**src/rtl/arinc_filt_pkg.sv**
```systemverilog
package arinc_filt_pkg;

   localparam int unsigned ALF_LBL_W = 8;
   localparam int unsigned ALF_SD_W  = 2;

   typedef enum logic [1:0] {
      UPD_LOW  = 2'd0,
      UPD_ARM  = 2'd1,
      UPD_HIGH = 2'd2
   } upd_state_e;

endpackage

```
**src/rtl/alf_label_cmp.sv**
```systemverilog
module alf_label_cmp #(
   parameter int unsigned LBL_W = 8
) (
   input  logic [LBL_W-1:0] rx_bits_i,
   input  logic [LBL_W-1:0] ref_i,
   input  logic [LBL_W-1:0] mask_i,
   output logic             hit_o
);
   logic [LBL_W-1:0] bit_ok;

   for (genvar n = 0; n < LBL_W; n++) begin : g_bit
      localparam int unsigned RXPOS = LBL_W - 1 - n;
      assign bit_ok[n] = ~mask_i[n] | (rx_bits_i[RXPOS] == ref_i[n]);
   end

   assign hit_o = &bit_ok;
endmodule

```
**src/rtl/alf_sd_cmp.sv**
```systemverilog
module alf_sd_cmp #(
   parameter int unsigned SD_W = 2
) (
   input  logic            en_i,
   input  logic [SD_W-1:0] rx_bits_i,
   input  logic [SD_W-1:0] ref_i,
   output logic            hit_o
);
   assign hit_o = ~en_i | (rx_bits_i == ref_i);
endmodule

```
**src/rtl/alf_out_latch.sv**
```systemverilog
module alf_out_latch #(
   parameter int unsigned W          = 32,
   parameter bit          INVERT_OUT = 1'b0
) (
   input  logic         clk_i,
   input  logic         rst_ni,
   input  logic         load_i,
   input  logic [W-1:0] d_i,
   output logic [W-1:0] data_o,
   output logic         data_oe_o
);
   logic [W-1:0] hold_q;

   always_ff @(posedge clk_i or negedge rst_ni) begin
      if (!rst_ni)     hold_q <= '0;
      else if (load_i) hold_q <= d_i;
   end

   if (INVERT_OUT) begin : g_inv
      assign data_o    = ~hold_q;
      assign data_oe_o = 1'b1;
   end else begin : g_true
      logic seen_q;
      always_ff @(posedge clk_i or negedge rst_ni) begin
         if (!rst_ni)     seen_q <= 1'b0;
         else if (load_i) seen_q <= 1'b1;
      end
      assign data_o    = hold_q;
      assign data_oe_o = seen_q;

      AST_OE_STICKY: assert property (@(posedge clk_i) disable iff (!rst_ni)
         !$fell(data_oe_o));
      AST_OE_RISES_ON_LOAD: assert property (@(posedge clk_i) disable iff (!rst_ni)
         $rose(data_oe_o) |-> $past(load_i));
   end
endmodule

```
**src/rtl/alf_update_ctl.sv**
```systemverilog
module alf_update_ctl
   import arinc_filt_pkg::*;
(
   input  logic clk_i,
   input  logic rst_ni,
   input  logic sow_i,
   input  logic load_i,
   output logic update_o
);
   upd_state_e st_q, st_d;

   always_comb begin
      st_d = st_q;
      if (load_i)
         st_d = (st_q == UPD_HIGH && !sow_i) ? UPD_HIGH : UPD_ARM;
      else if (sow_i)
         st_d = UPD_LOW;
      else if (st_q == UPD_ARM)
         st_d = UPD_HIGH;
   end

   always_ff @(posedge clk_i or negedge rst_ni) begin
      if (!rst_ni) st_q <= UPD_LOW;
      else         st_q <= st_d;
   end

   assign update_o = (st_q == UPD_HIGH);

   AST_ARM_RESOLVES: assert property (@(posedge clk_i) disable iff (!rst_ni)
      (st_q == UPD_ARM && !load_i && !sow_i) |=> update_o);
endmodule

```
**src/rtl/arinc_label_latch.sv**
```systemverilog
module arinc_label_latch
   import arinc_filt_pkg::*;
#(
   parameter int unsigned WORD_W     = 32,
   parameter int unsigned LABEL_W    = ALF_LBL_W,
   parameter int unsigned SDB_W      = ALF_SD_W,
   parameter bit          INVERT_OUT = 1'b0
) (
   input  logic                clk_i,
   input  logic                rst_ni,
   input  logic                sow_i,
   input  logic                word_vld_i,
   input  logic [WORD_W-1:0]   word_i,
   input  logic [LABEL_W-1:0]  lbl_ref_i,
   input  logic [LABEL_W-1:0]  lbl_mask_i,
   input  logic                sd_en_i,
   input  logic [SDB_W-1:0]    sd_ref_i,
   output logic [WORD_W-1:0]   data_o,
   output logic                data_oe_o,
   output logic                update_o
);
   localparam int unsigned SD_LO = LABEL_W;
   localparam int unsigned SD_HI = LABEL_W + SDB_W - 1;

   if (WORD_W < LABEL_W + SDB_W) begin : g_bad_width
      $error("arinc_label_latch: WORD_W too small for label and SD fields");
   end
   if (LABEL_W == 0 || SDB_W == 0) begin : g_bad_field
      $error("arinc_label_latch: field widths must be non-zero");
   end

   logic lbl_hit, sd_hit, load;

   alf_label_cmp #(.LBL_W(LABEL_W)) u_lbl (
      .rx_bits_i (word_i[LABEL_W-1:0]),
      .ref_i     (lbl_ref_i),
      .mask_i    (lbl_mask_i),
      .hit_o     (lbl_hit)
   );

   alf_sd_cmp #(.SD_W(SDB_W)) u_sd (
      .en_i      (sd_en_i),
      .rx_bits_i (word_i[SD_HI:SD_LO]),
      .ref_i     (sd_ref_i),
      .hit_o     (sd_hit)
   );

   assign load = word_vld_i & lbl_hit & sd_hit;

   alf_out_latch #(.W(WORD_W), .INVERT_OUT(INVERT_OUT)) u_lat (
      .clk_i     (clk_i),
      .rst_ni    (rst_ni),
      .load_i    (load),
      .d_i       (word_i),
      .data_o    (data_o),
      .data_oe_o (data_oe_o)
   );

   alf_update_ctl u_upd (
      .clk_i    (clk_i),
      .rst_ni   (rst_ni),
      .sow_i    (sow_i),
      .load_i   (load),
      .update_o (update_o)
   );

   AST_ZERO_MASK_PASSES: assert property (@(posedge clk_i) disable iff (!rst_ni)
      (lbl_mask_i == '0) |-> lbl_hit);
   AST_SD_OFF_PASSES: assert property (@(posedge clk_i) disable iff (!rst_ni)
      !sd_en_i |-> sd_hit);
   AST_CHANGE_NEEDS_MATCH: assert property (@(posedge clk_i) disable iff (!rst_ni)
      (data_o != $past(data_o)) |-> $past(word_vld_i && lbl_hit && sd_hit));
   AST_SOW_DROPS_UPDATE: assert property (@(posedge clk_i) disable iff (!rst_ni)
      sow_i |=> !update_o);
   AST_RISE_AFTER_LOAD: assert property (@(posedge clk_i) disable iff (!rst_ni)
      $rose(update_o) |-> $past(load, 2));
endmodule

```
**config.mk**
```make
export PLATFORM = sky130hd
export DESIGN_NAME = arinc_label_latch
export DESIGN_NICKNAME = d
export VERILOG_FILES = /design/src/rtl/arinc_filt_pkg.sv /design/src/rtl/alf_label_cmp.sv /design/src/rtl/alf_sd_cmp.sv /design/src/rtl/alf_out_latch.sv /design/src/rtl/alf_update_ctl.sv /design/src/rtl/arinc_label_latch.sv
export SDC_FILE = /design/constraint.sdc
export NUM_CORES = 1
export LEC_CHECK = 0
export ABC_AREA = 0
export BUFFER_PORTS_ARGS = -buffer_cell sky130_fd_sc_hd__buf_4
export CAP_MARGIN = 20
export CORE_UTILIZATION = 42
export CTS_CLUSTER_SIZE = 24
export DETAILED_ROUTE_END_ITERATION = 12
export PLACE_DENSITY = 0.78
export RECOVER_POWER = 25
export SLEW_MARGIN = 20
export SYNTH_ARGS = -nofsm -noshare
export SYNTH_HDL_FRONTEND = slang
export SYNTH_SLANG_ARGS = --single-unit
```
**constraint.sdc**
```tcl
create_clock -name clk_i -period 1.1 [get_ports clk_i]
set_input_delay 0.22 -clock clk_i [delete_from_list [all_inputs] [get_ports clk_i]]
set_output_delay 0.22 -clock clk_i [all_outputs]
set_load 0.1 [all_outputs]
```
# After elaboration in Yosys (flattened, before gate mapping)
# Cells that the tools add are included.
[word_totals] input_bits=55 wordCells=42 out_inout_bits=34 ff_bits=35
[op_classes] n_eq_ne=11 n_reduce_logical=4 bitwise_logic=20 muxes=4
[op_table] operator="$not 1->1" count=9
[op_table] operator="$or 1x1->1" count=9
[op_table] operator="$eq 1x1->1" count=8
[op_table] operator="$mux 2" count=4
[op_table] operator="$reduce_and 8->1" count=1
[op_table] operator="$reduce_bool 3->1" count=1
[op_table] operator="$and 1x1->1" count=2
[op_table] operator="$eq 2x1->1 const B" count=1
[op_table] operator="$eq 2x2->1" count=1
[op_table] operator="$eq 2x2->1 const B" count=1
[op_table] operator="$logic_and 1x1->1" count=1
[op_table] operator="$logic_not 1->1" count=1

# Longest topological paths before layout
[depth] word_depth=6 depth_mapped=6

# By module
# Synthesis repeated with hierarchy kept, for this count alone.
[hier_totals] hier_cells=94 hier_area_um2=1599.0
[modules_own_cells] mod="alf_out_latch" area_each_um2=1372.6 cells_each=70 instances=1
[modules_own_cells] mod="alf_label_cmp" area_each_um2=108.9 cells_each=13 instances=1
[modules_own_cells] mod="alf_update_ctl" area_each_um2=88.8 cells_each=7 instances=1
[modules_own_cells] mod="alf_sd_cmp" area_each_um2=22.5 cells_each=3 instances=1
[modules_own_cells] mod="arinc_label_latch" area_each_um2=6.3 cells_each=1 instances=1

# Least setup slack after synthesis
# OpenSTA, ideal clock, no wires.
[synth_timing] kind="register to output" from="register u_upd.st_q[0]" to="output update_o" arrival_ns=1.730 path_slack_ns=-0.850 required_time_ns=0.880 n_path_buf=0 path_stages_with_launch=2 path_cell_list="dfrtp_1 -> nor2b_1"
[synth_via] elab_chain_len=1
[synth_rtl] item="from (decl)" line_no="alf_update_ctl.sv:10" source="upd_state_e st_q, st_d;"
[synth_rtl] item="from (signal assigned)" line_no="alf_update_ctl.sv:24" source="else st_q <= st_d;"
[synth_rtl] item="$eq 2x2->1" line_no="alf_update_ctl.sv:27" source="assign update_o = (st_q == UPD_HIGH);"
[synth_rtl] item="to (decl)" line_no="arinc_label_latch.sv:20" source="output logic update_o"
# No other way between the ends.

# Worst setup path in the final report
[layout_timing] from="input lbl_ref_i[3]" to="register u_lat.hold_q[19] (netlist: u_lat.data_o[19])"
[layout_via] elab_chain_len=5
[layout_rtl] item="from (decl)" line_no="arinc_label_latch.sv:14" source="input logic [LABEL_W-1:0] lbl_ref_i,"
[layout_rtl] item="$eq 1x1->1" line_no="alf_label_cmp.sv:13" source="assign bit_ok[n] = ~mask_i[n] | (rx_bits_i[RXPOS] == ref_i[n]);"
[layout_rtl] item="$or 1x1->1" line_no="alf_label_cmp.sv:13"
[layout_rtl] item="$reduce_and 8->1" line_no="alf_label_cmp.sv:16" source="assign hit_o = &bit_ok;"
[layout_rtl] item="$and 1x1->1 (2 in series)" line_no="arinc_label_latch.sv:48" source="assign load = word_vld_i & lbl_hit & sd_hit;"
[layout_rtl] item="to (signal assigned)" line_no="alf_out_latch.sv:16" source="else if (load_i) hold_q <= d_i;"
[layout_rtl] item="to (decl)" line_no="alf_out_latch.sv:12" source="logic [W-1:0] hold_q;"
# No other way between the ends.
# A chain may end at the register's enable or synchronous reset.

==> results.toml <==
[outcome]
run_status = "complete, but fails checks"
violations = "setup timing"

[timing]
rsz0062_at_grt = "yes"
period_needed_ns = 1.51
hold_viol = 0
slew_headroom_pct = 69.4
setup_viol = 69
maxSlewViolCount = 0
finalSetupTns_ns = -14.41
fmax_mhz = 661
period_share_pct = 137
skew_ns = 0.000168
tightest_slew_ns = 0.459
setup_slack_ns = -0.412

[floorplan]
die-height_um = 60.8
core_area_um2 = 3180
rows = 20
dieArea_um2 = 3700
die_x_um = 60.8
io_pins = 89
start_util_pct = 45.7

[setup_path]
crit_required_ns = 1.32
critPathMaxFanout = 20
endpoint_kind = "register"
worstSetupPathType = "primary input to register"
crit_chain = "buf_6 -> xor2_1 -> a222oi_1 -> nand4_1 -> nor2_4 -> buf_12 -> mux2_2"
arrival_ns = 1.73
crit_slowest_cell = "mux2_2"
slowest_delay_ns = 0.36
setup.worst_path.start_class = "primary input"

[synthesis]
synth_seq_cells = 35
synth_area_um2 = 1450
ys_warn_count = 0
synth_top_area_cell = "dfrtp_1"
yosysUniqueCellTypes = 16
synth_nets = 149
syn_inst = 94
synth_area_leaders = "dfrtp_1 (60%), mux2_2 (24%), xor2_1 (6.0%)"
synth_top_area_share_pct = 60.2
yosysSeqAreaShare_pct = 60.2
post_synth.cell_area_avg_um2 = 15.5

[global_routing]
overflow = 0
grt_first_pass_wirelength_mm = 5.83
track_usage_pct = 23.0
use_met1_pct = 23.6
grt_pass1_vias = 1258
antenna_found_initial = 0
grt_max_degree = 36
grtUsageMet3_pct = 9.59
grt_busiest_layer = "met2"
grt_use_met2_pct = 42.2

[clocking]
clk_latency_ns = 0.33
cts_tree = "yes"
h-tree-depth = 2
cts_made_buffers = 5
cts-root-buf = "clkbuf_4"
clockBufferDepth = 2
cts_sinks = 35
path_clk_slew_ns = 0.12

[place]
place_hpwl_mm = 2.52
place_area_um2 = 2200
io_buffers = 88
placed_cells = 225
place.gp.congestion = 0.677

[finish]
area_growth_pct = 96.2
drive_gt1_share_pct = 76.8
final_common_cell = "buf_4"
most-common-layout-cells = "buf_4 (64), buf_12 (34), dfrtp_1 (26), mux2_2 (21), mux2_4 (12)"
antenna_cells = 0
fin_nets = 257
instances_no_fill = 247
final_area_um2 = 2850
fill_cells = 122

[detailed_routing]
via_per_inst = 4.82
drtIter0Drc = 31
drc_errors = 0
routedWlPerCell_um = 17.3
wl_mm = 4.26
via_count = 1190
first_pass_iters = 4
ant_nets = 0

[worst_hold_path]
hold_class = "primary input to register"

[job]
maxCapViolations = 0
-- registers in the layout (all words and copies together) (netlist names) --
signal           flops
u_lat.data_oe_o      1
u_upd.st_q           2
u_lat.data_o        32
-- worst paths after layout --
path	end	startpoint	slack [ns]	depth (start not counted)
setup / recovery	u_lat.data_o[19]	lbl_ref_i[3]	-0.41	7
hold / removal	u_upd.st_q[1]	sow_i	0.03	2
setup reg to reg	u_lat.data_o[26]	u_lat.data_o[26]	0.04	3
hold reg to reg	u_lat.data_oe_o	u_lat.data_oe_o	0.52	1
max in group asynchronous	u_lat.data_o[28]	rst_ni	0.36	2
min in group asynchronous	u_lat.data_o[29]	rst_ni	0.38	2
-- cells by family after synthesis --
kind of cell / after synthesis / synth area share, %
buffers and inverters: 3 / 2.32
multiplexers: 33 / 25.6
flip-flops: 35 / 60.2
AO/OA/AOI/OAI: 5 / 2.58
AND/OR/NAND/NOR: 8 / 3.27
XOR/XNOR: 10 / 6.02
-- layer usage --
layer	vias to the layer above	part of all wire, %
li1	549	-
met1	564	36
met4	0	0.87
met3	7	8.3
met5	-	0
met2	70	55
-- cell type report --
| class | count | area [um2] | area share [%] |
|---|---|---|---|
| well taps | 44 | 55.1 | 1.93 |
| clock inverters | 2 | 35.0 | 1.23 |
| clock buffers | 6 | 51.3 | 1.80 |
| flip-flops and latches | 35 | 887 | 31.1 |
| multi-input cells | 56 | 597 | 20.9 |
| repair buffers | 104 | 1230 | 43.0 |
-- cell usage after synthesis (all sizes together) --
| cell type | instances |
|---|---|
| nand2b | 1 |
| mux2 | 33 |
| nor2b | 1 |
| buf | 3 |
| a211oi | 1 |
| dfrtp | 35 |
| a222oi | 1 |
| nand4 | 1 |
| nor2 | 2 |
| xor2 | 10 |
| o21ai | 1 |
| or2 | 1 |
| nand2 | 2 |
| a22oi | 2 |
-- critical path, delay by kind of cell --
| kind | cells | cell delay, ns |
|---|---|---|
| simple gates | 2 | 0.40 |
| mux | 1 | 0.36 |
| compound gates | 1 | 0.30 |
| buf+inv | 2 | 0.28 |
| xor+xnor | 1 | 0.15 |
-- stage by stage --
step                      hold WS, ns  setup WS [ns]  util (%)
after floorplan               -0.0756         -0.581         -
after CTS                      0.0131         -0.347      85.7
after global routing          0.00168         -0.437      89.8
final                          0.0306         -0.412      89.8
after detailed placement        0.193         -0.749      69.1
after global placement          0.184         -0.720      69.1
-- what timing repair did --
| item | CTS | global route |
|---|---|---|
| buffers inserted | 5 | 8 |
| pin swaps | 2 | 1 |
| cloned | 0 | 0 |
| resized for setup | 96 | 16 |
| hold buffers | 1 | 0 |
| hold endpoints to repair | 35 | 0 |
| endpoints found under the setup margin | 69 | 69 |
Power is left out: the tool's default activity adds up to more than one toggle a clock period on the data nets, which glitch-free logic cannot reach.
